File: config.mk
export PLATFORM = sky130hd
export DESIGN_NAME = cpu4_pipe
export DESIGN_NICKNAME = d
export VERILOG_FILES = /design/src/rtl/cpu4_pkg.sv /design/src/rtl/cpu4_regfile.sv /design/src/rtl/cpu4_fwd_mux.sv /design/src/rtl/cpu4_exec.sv /design/src/rtl/cpu4_pipe.sv
export SDC_FILE = /design/constraint.sdc
export NUM_CORES = 2
export LEC_CHECK = 0
export BUFFER_PORTS_ARGS = -buffer_cell sky130_fd_sc_hd__buf_2
export CORE_UTILIZATION = 58
export DETAILED_ROUTE_END_ITERATION = 8
export PLACE_DENSITY = 0.76
export SYNTH_ARGS = -nofsm -noshare
export SYNTH_HDL_FRONTEND = slang
export SYNTH_SLANG_ARGS = --single-unit
File: constraint.sdc
create_clock -name clk -period 27.1 [get_ports clk]
set_clock_uncertainty 0.15 [all_clocks]
set_input_delay 4.065 -clock clk [delete_from_list [all_inputs] [get_ports clk]]
set_output_delay 4.065 -clock clk [all_outputs]
set_load 0.005 [all_outputs]
File: src/rtl/cpu4_pkg.sv
package cpu4_pkg;
  localparam int INSTR_W  = 16;
  localparam int REG_AW   = 3;
  localparam int NREG     = 1 << REG_AW;
  localparam int DM_AW    = 3;
  localparam int DM_DEPTH = 1 << DM_AW;

  localparam logic [2:0] OPC_ADD   = 3'd0;
  localparam logic [2:0] OPC_SUB   = 3'd1;
  localparam logic [2:0] OPC_MUL   = 3'd2;
  localparam logic [2:0] OPC_DIV   = 3'd3;
  localparam logic [2:0] OPC_STORE = 3'd4;

  typedef struct packed {
    logic [2:0]        op;
    logic [REG_AW-1:0] rd;
    logic [REG_AW-1:0] ra;
    logic [REG_AW-1:0] rb;
  } dec_t;

  function automatic dec_t decode(input logic [INSTR_W-1:0] w);
    dec_t d;
    d.op = w[15:13];
    d.rd = w[12:10];
    d.ra = w[9:7];
    d.rb = w[6:4];
    return d;
  endfunction

  function automatic logic writes_reg(input logic [2:0] op);
    return op <= OPC_DIV;
  endfunction
endpackage

File: src/rtl/cpu4_regfile.sv
module cpu4_regfile
  import cpu4_pkg::*;
#(
  parameter int DATA_W = 16,
  parameter int NRD    = 2
) (
  input  logic              clk,
  input  logic              rst_n,
  input  logic              we,
  input  logic [REG_AW-1:0] waddr,
  input  logic [DATA_W-1:0] wdata,
  input  logic [REG_AW-1:0] raddr [NRD],
  output logic [DATA_W-1:0] rdata [NRD]
);
  logic [DATA_W-1:0] mem [NREG];

  always_ff @(posedge clk) begin
    if (!rst_n) begin
      for (int i = 0; i < NREG; i++) mem[i] <= '0;
    end else if (we) begin
      mem[waddr] <= wdata;
    end
  end

  for (genvar k = 0; k < NRD; k++) begin : g_rd
    assign rdata[k] = mem[raddr[k]];
  end
endmodule

File: src/rtl/cpu4_fwd_mux.sv
module cpu4_fwd_mux
  import cpu4_pkg::*;
#(
  parameter int DATA_W = 16
) (
  input  logic [REG_AW-1:0] src,
  input  logic [DATA_W-1:0] rf_val,
  input  logic              ex_en,
  input  logic [REG_AW-1:0] ex_rd,
  input  logic [DATA_W-1:0] ex_val,
  input  logic              wb_en,
  input  logic [REG_AW-1:0] wb_rd,
  input  logic [DATA_W-1:0] wb_val,
  output logic [DATA_W-1:0] opnd
);
  // The youngest older producer wins: execute, then writeback, then the file.
  always_comb begin
    if (ex_en && ex_rd == src)      opnd = ex_val;
    else if (wb_en && wb_rd == src) opnd = wb_val;
    else                            opnd = rf_val;
  end
endmodule

File: src/rtl/cpu4_exec.sv
module cpu4_exec
  import cpu4_pkg::*;
#(
  parameter int DATA_W  = 16,
  parameter int MUL_LAT = 3,
  parameter int DIV_LAT = 3,
  parameter int IDX_W   = 4
) (
  input  logic              clk,
  input  logic              rst_n,
  input  logic              issue_i,
  input  logic [2:0]        op_i,
  input  logic [REG_AW-1:0] rd_i,
  input  logic [DATA_W-1:0] a_i,
  input  logic [DATA_W-1:0] b_i,
  input  logic [IDX_W-1:0]  idx_i,
  output logic              valid_o,
  output logic              done_o,
  output logic              free_o,
  output logic [2:0]        op_o,
  output logic [REG_AW-1:0] rd_o,
  output logic [DATA_W-1:0] res_o,
  output logic [IDX_W-1:0]  idx_o
);
  localparam int MAX_LAT = (MUL_LAT > DIV_LAT) ? MUL_LAT : DIV_LAT;
  localparam int LAT_W   = $clog2(MAX_LAT + 1);

  logic              v_q;
  logic [2:0]        op_q;
  logic [REG_AW-1:0] rd_q;
  logic [DATA_W-1:0] a_q, b_q;
  logic [IDX_W-1:0]  idx_q;
  logic [LAT_W-1:0]  cnt_q, last_cnt;

  always_comb begin
    case (op_q)
      OPC_MUL: last_cnt = LAT_W'(MUL_LAT - 1);
      OPC_DIV: last_cnt = LAT_W'(DIV_LAT - 1);
      default: last_cnt = '0;
    endcase
  end

  assign done_o = v_q && (cnt_q == last_cnt);
  assign free_o = !v_q || done_o;

  always_comb begin
    case (op_q)
      OPC_ADD:   res_o = a_q + b_q;
      OPC_SUB:   res_o = a_q - b_q;
      OPC_MUL:   res_o = a_q * b_q;
      OPC_DIV:   res_o = (b_q == '0) ? '1 : a_q / b_q;
      OPC_STORE: res_o = a_q;
      default:   res_o = '0;
    endcase
  end

  always_ff @(posedge clk) begin
    if (!rst_n) begin
      v_q   <= 1'b0;
      op_q  <= '0;
      rd_q  <= '0;
      a_q   <= '0;
      b_q   <= '0;
      idx_q <= '0;
      cnt_q <= '0;
    end else if (free_o) begin
      v_q <= issue_i;
      if (issue_i) begin
        op_q  <= op_i;
        rd_q  <= rd_i;
        a_q   <= a_i;
        b_q   <= b_i;
        idx_q <= idx_i;
        cnt_q <= '0;
      end
    end else begin
      cnt_q <= cnt_q + 1'b1;
    end
  end

  assign valid_o = v_q;
  assign op_o    = op_q;
  assign rd_o    = rd_q;
  assign idx_o   = idx_q;
endmodule

File: src/rtl/cpu4_pipe.sv
module cpu4_pipe
  import cpu4_pkg::*;
#(
  parameter int DATA_W     = 16,
  parameter int IMEM_DEPTH = 16,
  parameter int MUL_LAT    = 3,
  parameter int DIV_LAT    = 3,
  parameter int CNT_W      = 16
) (
  input  logic                        clk,
  input  logic                        rst_n,
  input  logic                        prog_valid,
  output logic                        prog_ready,
  input  logic [$clog2(IMEM_DEPTH)-1:0] prog_addr,
  input  logic [INSTR_W-1:0]          prog_data,
  input  logic                        rf_valid,
  output logic                        rf_ready,
  input  logic [REG_AW-1:0]           rf_addr,
  input  logic [DATA_W-1:0]           rf_data,
  input  logic                        start,
  input  logic [$clog2(IMEM_DEPTH):0] prog_len,
  output logic                        busy,
  output logic                        done,
  output logic                        retire_valid,
  output logic [$clog2(IMEM_DEPTH)-1:0] retire_idx,
  output logic [CNT_W-1:0]            cycle_count,
  input  logic [DM_AW-1:0]            dm_addr,
  output logic [DATA_W-1:0]           dm_data
);
  localparam int IMEM_AW = $clog2(IMEM_DEPTH);
  localparam int LEN_W   = IMEM_AW + 1;

  logic [INSTR_W-1:0] imem [IMEM_DEPTH];
  logic [DATA_W-1:0]  dmem [DM_DEPTH];

  logic               busy_q, done_q;
  logic [LEN_W-1:0]   len_q, pc_q;
  logic [CNT_W-1:0]   cnt_q;
  logic               f_valid, id_valid;
  logic [INSTR_W-1:0] f_instr, id_instr;
  logic [IMEM_AW-1:0] f_idx, id_idx;
  logic               wb_valid;
  logic [2:0]         wb_op;
  logic [REG_AW-1:0]  wb_rd;
  logic [DATA_W-1:0]  wb_res;
  logic [IMEM_AW-1:0] wb_idx;

  logic               ex_valid, ex_done, ex_free;
  logic [2:0]         ex_op;
  logic [REG_AW-1:0]  ex_rd;
  logic [DATA_W-1:0]  ex_res;
  logic [IMEM_AW-1:0] ex_idx;

  logic               start_go, issue, id_take, f_take, last_retire;
  logic               wb_wr, ex_fwd_en, wb_fwd_en;
  dec_t               id_dec;

  logic [REG_AW-1:0]  src_addr [2];
  logic [DATA_W-1:0]  rf_rd    [2];
  logic [DATA_W-1:0]  opnd     [2];

  assign prog_ready = !busy_q;
  assign rf_ready   = !busy_q;
  assign start_go   = start && !busy_q;

  assign id_dec  = decode(id_instr);
  assign issue   = id_valid && ex_free;
  assign id_take = !id_valid || issue;
  assign f_take  = !f_valid || id_take;

  assign last_retire = wb_valid && ({1'b0, wb_idx} == (len_q - LEN_W'(1)));

  // Instruction memory, written only while idle.
  always_ff @(posedge clk) begin
    if (!rst_n) begin
      for (int i = 0; i < IMEM_DEPTH; i++) imem[i] <= '0;
    end else if (prog_valid && prog_ready) begin
      imem[prog_addr] <= prog_data;
    end
  end

  // Run control, fetch and decode registers.
  always_ff @(posedge clk) begin
    if (!rst_n) begin
      busy_q   <= 1'b0;
      done_q   <= 1'b0;
      len_q    <= '0;
      pc_q     <= '0;
      cnt_q    <= '0;
      f_valid  <= 1'b0;
      f_instr  <= '0;
      f_idx    <= '0;
      id_valid <= 1'b0;
      id_instr <= '0;
      id_idx   <= '0;
    end else if (start_go) begin
      busy_q   <= (prog_len != '0);
      done_q   <= (prog_len == '0);
      len_q    <= prog_len;
      cnt_q    <= '0;
      id_valid <= 1'b0;
      f_valid  <= (prog_len != '0);
      f_instr  <= imem[0];
      f_idx    <= '0;
      pc_q     <= LEN_W'(1);
    end else if (busy_q) begin
      cnt_q <= cnt_q + 1'b1;
      if (last_retire) begin
        busy_q <= 1'b0;
        done_q <= 1'b1;
      end
      if (id_take) begin
        id_valid <= f_valid;
        if (f_valid) begin
          id_instr <= f_instr;
          id_idx   <= f_idx;
        end
      end
      if (f_take) begin
        if (pc_q < len_q) begin
          f_valid <= 1'b1;
          f_instr <= imem[pc_q[IMEM_AW-1:0]];
          f_idx   <= pc_q[IMEM_AW-1:0];
          pc_q    <= pc_q + 1'b1;
        end else begin
          f_valid <= 1'b0;
        end
      end
    end
  end

  // Register file with forwarding into decode.
  assign wb_wr     = wb_valid && writes_reg(wb_op);
  assign ex_fwd_en = ex_done && writes_reg(ex_op);
  assign wb_fwd_en = wb_wr;
  assign src_addr[0] = id_dec.ra;
  assign src_addr[1] = id_dec.rb;

  cpu4_regfile #(.DATA_W(DATA_W), .NRD(2)) u_rf (
    .clk   (clk),
    .rst_n (rst_n),
    .we    (wb_wr || (rf_valid && rf_ready)),
    .waddr (wb_wr ? wb_rd : rf_addr),
    .wdata (wb_wr ? wb_res : rf_data),
    .raddr (src_addr),
    .rdata (rf_rd)
  );

  for (genvar k = 0; k < 2; k++) begin : g_fwd
    cpu4_fwd_mux #(.DATA_W(DATA_W)) u_mux (
      .src    (src_addr[k]),
      .rf_val (rf_rd[k]),
      .ex_en  (ex_fwd_en),
      .ex_rd  (ex_rd),
      .ex_val (ex_res),
      .wb_en  (wb_fwd_en),
      .wb_rd  (wb_rd),
      .wb_val (wb_res),
      .opnd   (opnd[k])
    );
  end

  cpu4_exec #(
    .DATA_W  (DATA_W),
    .MUL_LAT (MUL_LAT),
    .DIV_LAT (DIV_LAT),
    .IDX_W   (IMEM_AW)
  ) u_ex (
    .clk     (clk),
    .rst_n   (rst_n),
    .issue_i (issue),
    .op_i    (id_dec.op),
    .rd_i    (id_dec.rd),
    .a_i     (opnd[0]),
    .b_i     (opnd[1]),
    .idx_i   (id_idx),
    .valid_o (ex_valid),
    .done_o  (ex_done),
    .free_o  (ex_free),
    .op_o    (ex_op),
    .rd_o    (ex_rd),
    .res_o   (ex_res),
    .idx_o   (ex_idx)
  );

  // Writeback register.
  always_ff @(posedge clk) begin
    if (!rst_n) begin
      wb_valid <= 1'b0;
      wb_op    <= '0;
      wb_rd    <= '0;
      wb_res   <= '0;
      wb_idx   <= '0;
    end else begin
      wb_valid <= ex_done;
      if (ex_done) begin
        wb_op  <= ex_op;
        wb_rd  <= ex_rd;
        wb_res <= ex_res;
        wb_idx <= ex_idx;
      end
    end
  end

  // Data array: stores land during their execute cycle.
  always_ff @(posedge clk) begin
    if (!rst_n) begin
      for (int i = 0; i < DM_DEPTH; i++) dmem[i] <= '0;
    end else if (ex_done && ex_op == OPC_STORE) begin
      dmem[ex_rd] <= ex_res;
    end
  end

  assign dm_data      = dmem[dm_addr];
  assign busy         = busy_q;
  assign done         = done_q;
  assign retire_valid = wb_valid;
  assign retire_idx   = wb_idx;
  assign cycle_count  = cnt_q;
endmodule

==> impl_metrics.py <==
metrics = {
    "cts": {
        "clk_path_buf_depth": 3,
        "cts_max_level": 2,
        "clk_latency_ps": 620,
        "cts.clk_slew.worst_paths_ps": 60,
        "root_buffer": "clkbuf_16",
        "clkSinkCount": 586,
        "cts_tree": "done",
        "hold_buffers": 0,
        "cts-buffers-inserted": 55,
    },
    "synth": {
        "synth_top_family_by_area": "simple AND/OR/NAND/NOR gates",
        "netlist_top_cells_area": "edfxtp_1 (35%), mux4_2 (9.1%), dfxtp_1 (7.2%)",
        "yosysTopAreaCell": "edfxtp_1",
        "synth-compound-area-share": 0.109,
        "synthAdderAreaFrac": 0.111,
        "synthSimpleGateAreaFrac": 0.160,
        "synthMostInstantiatedCell": "nor2_1",
        "synth_commonest_cells": "nor2_1 (467), edfxtp_1 (448), nand2_1 (347)",
        "ys_types": 90,
        "ys_seq_area_frac": 0.421,
        "async_reset_ff_frac": 0,
        "syn_nets": 4009,
        "syn_inst": 3664,
        "synth_enable_flop_cells": 448,
        "ys.flop_type": "edfxtp_1",
        "yosys-mux-area-fraction": 0.120,
        "synthXorXnorAreaFrac": 0.0382,
        "syn_area_per_cell_um2": 10.5,
        "ys_ff_latch": 586,
        "mappedNetlistArea_um2": 38600,
        "netlist.area_leader.share": 0.349,
        "synth_warnings": 0,
    },
    "finish": {
        "layout.nets": 4150,
        "fin_area_um2": 43300,
        "instances_no_fill": 4714,
        "layout-drive-gt1-share": 0.189,
        "syn_to_final_growth_pct": 12.3,
        "antenna_cells": 0,
    },
    "detailed_routing": {
        "drt_iter0_drc": 3007,
        "drt.antenna.violating_nets": 0,
        "wire_per_inst_um": 22.1,
        "drt-pass1-iter-count": 6,
        "routed_wirelength_um": 104000,
        "drc": 0,
        "vias_per_cell": 6.21,
        "num_vias": 29300,
    },
    "timing": {
        "finalHoldViolations": 0,
        "period_share": 0.965,
        "fin_hold_ws_ps": 314,
        "setup_viol": 0,
        "min_period_ps": 26140,
        "worst_slew_pin_slew_ps": 1260,
        "tns_ps": 0,
        "fmax_mhz": 38.3,
        "drv_slew": 0,
        "slew_headroom": 0.158,
    },
    "setup_path": {
        "cpMostUsedCell": "ha_1",
        "path_class": "flip-flop to flip-flop",
        "cp_num_buf_inv": 11,
        "crit_path_max_fanout": 11,
        "r2r_slack_ps": 960,
        "slowest_stage": "or4_4",
        "slowest_delay_ps": 510,
        "arrival_ps": 26330,
        "worstRegToRegCells": 124,
        "reg2reg_to": "dmem[3][0]$_SDFFCE_PN0P_",
        "critPathTopFamily": "compound AO/OA/AOI/OAI gates",
        "cp.required_ps": 27290,
        "reg2reg_from": "u_ex.b_q[0]$_SDFFE_PN0P_",
        "start_kind": "flip-flop",
        "crit_path_end_kind": "flip-flop",
    },
    "job": {
        "maxCapViolCount": 0,
    },
    "global_route": {
        "grt.overflow.total": 0,
        "antenna_found_initial": 3,
        "grt_pass1_wl_um": 159000,
        "first_global_vias": 28300,
        "grt_max_degree": 65,
        "grt.total_usage": 0.306,
    },
    "placed_design": {
        "placed_area_um2": 40900,
        "dp.cells": 4601,
        "place.detailed.hpwl_um": 70400,
        "place_congestion": 0.978,
        "numPortBuffers": 88,
    },
    "worst_hold_path": {
        "hold_end": "u_ex.op_o[1]$_SDFFE_PN0P_",
        "hold_path_class": "flip-flop to flip-flop",
        "holdCritStartpoint": "id_instr[14]$_SDFFE_PN0P_",
        "min_path_cells": 2,
    },
    "floorplan": {
        "die_h_um": 260,
        "die_area_um2": 67500,
        "rows": 94,
        "core_um2": 65700,
        "die_w_um": 260,
        "initial_core_util": 0.586,
        "io_pins": 93,
    },
    "status": {
        "status": "complete, no violations",
    },
}
registers in the layout, summed over array words and instances, names as in the netlist, 5 cells and up, named ones only:
register	count
cycle_count	16
dmem	128
f_instr	12
id_instr	12
imem	192
len_q	5
pc_q	5
u_ex.a_q	16
u_ex.b_q	16
u_rf.mem	128
wb_res	16
per-stage QoR:
stage / utilization / worst slack, ps
after floorplan: - / 29.3
after global placement: 0.622 / -194
after detailed placement: 0.622 / -530
after CTS: 0.651 / 35.2
after global routing: 0.658 / -207
final: 0.658 / 959
metal layers:
metal / up-vias / routed length, um / global-route usage
met5: - / 35 / 0
met4: 6 / 4030 / 0.116
met3: 287 / 10400 / 0.0555
met2: 1376 / 49300 / 0.502
met1: 14200 / 40400 / 0.405
li1: 13400 / - / -
cell families (layout without fill, tap and decap cells):
logic type,count (synthesis),after routing
mux,264,264
compound gates,621,621
buf+inv,406,592
flops,586,586
fa+ha+maj,293,293
simple gates,1326,1326
xor+xnor,168,168
layout make-up:
type                            instances  area (um2)
Fill cell                            4998       22500
Multi-Input combinational cell       2672       21400
Sequential cell                       586       16200
Timing Repair Buffer                  320        2190
Clock buffer                           77        1530
Tap cell                              864        1080
Inverter                              170         642
Clock inverter                         25         259
timing repair:
action                                  in CTS  in global routing
setup buffers                                3                  8
endpoints found under the setup margin      11                 22
pin swaps                                    4                 30
resized for setup                           14                 76
worst max path at each step:
stage                                  start                        to  slack [ps]  depth (start not counted)
floorplan           u_ex.b_q[0]$_SDFFE_PN0P_  dmem[6][0]$_SDFFCE_PN0P_          30                        124
global placement    u_ex.b_q[0]$_SDFFE_PN0P_  dmem[7][0]$_SDFFCE_PN0P_        -190                        120
detailed placement  u_ex.b_q[0]$_SDFFE_PN0P_  dmem[1][0]$_SDFFCE_PN0P_        -530                        120
CTS                 u_ex.b_q[0]$_SDFFE_PN0P_  dmem[3][0]$_SDFFCE_PN0P_          40                        121
global route        u_ex.b_q[0]$_SDFFE_PN0P_  dmem[3][0]$_SDFFCE_PN0P_        -210                        125
finish              u_ex.b_q[0]$_SDFFE_PN0P_  dmem[3][0]$_SDFFCE_PN0P_         960                        124
cell usage in the layout, fill, tap and decap left out, types with 17 or more instances in the layout:
cell and instances:
dfxtp_1 133, edfxtp_1 448, o211ai_1 36, o21a_1 36, nand4_1 21, a21boi_0 44
nand2_1 347, nor2b_1 41, or3_1 21, o211a_1 36, xnor2_1 105, ha_1 204
fa_1 81, xor2_1 63, mux4_2 156, mux2_2 35, buf_2 87, nor2_1 466
or2_2 17, a21oi_1 144, and2_1 227, mux2i_1 73, a31oi_1 20, nand3_1 44
a21oi_2 20, inv_1 166, a21o_1 29, nand2b_1 24, nor3_1 55, o21ai_0 100
buf_4 232, clkbuf_16 55
worst min-delay path: stages, from the launching register on:
cell	delay [ps]
dfxtp_1	310
nand2_1	50
a21boi_0	60
Power is not shown: default switching activity piles up to over one toggle a cycle in this logic, so the estimate is an artifact.
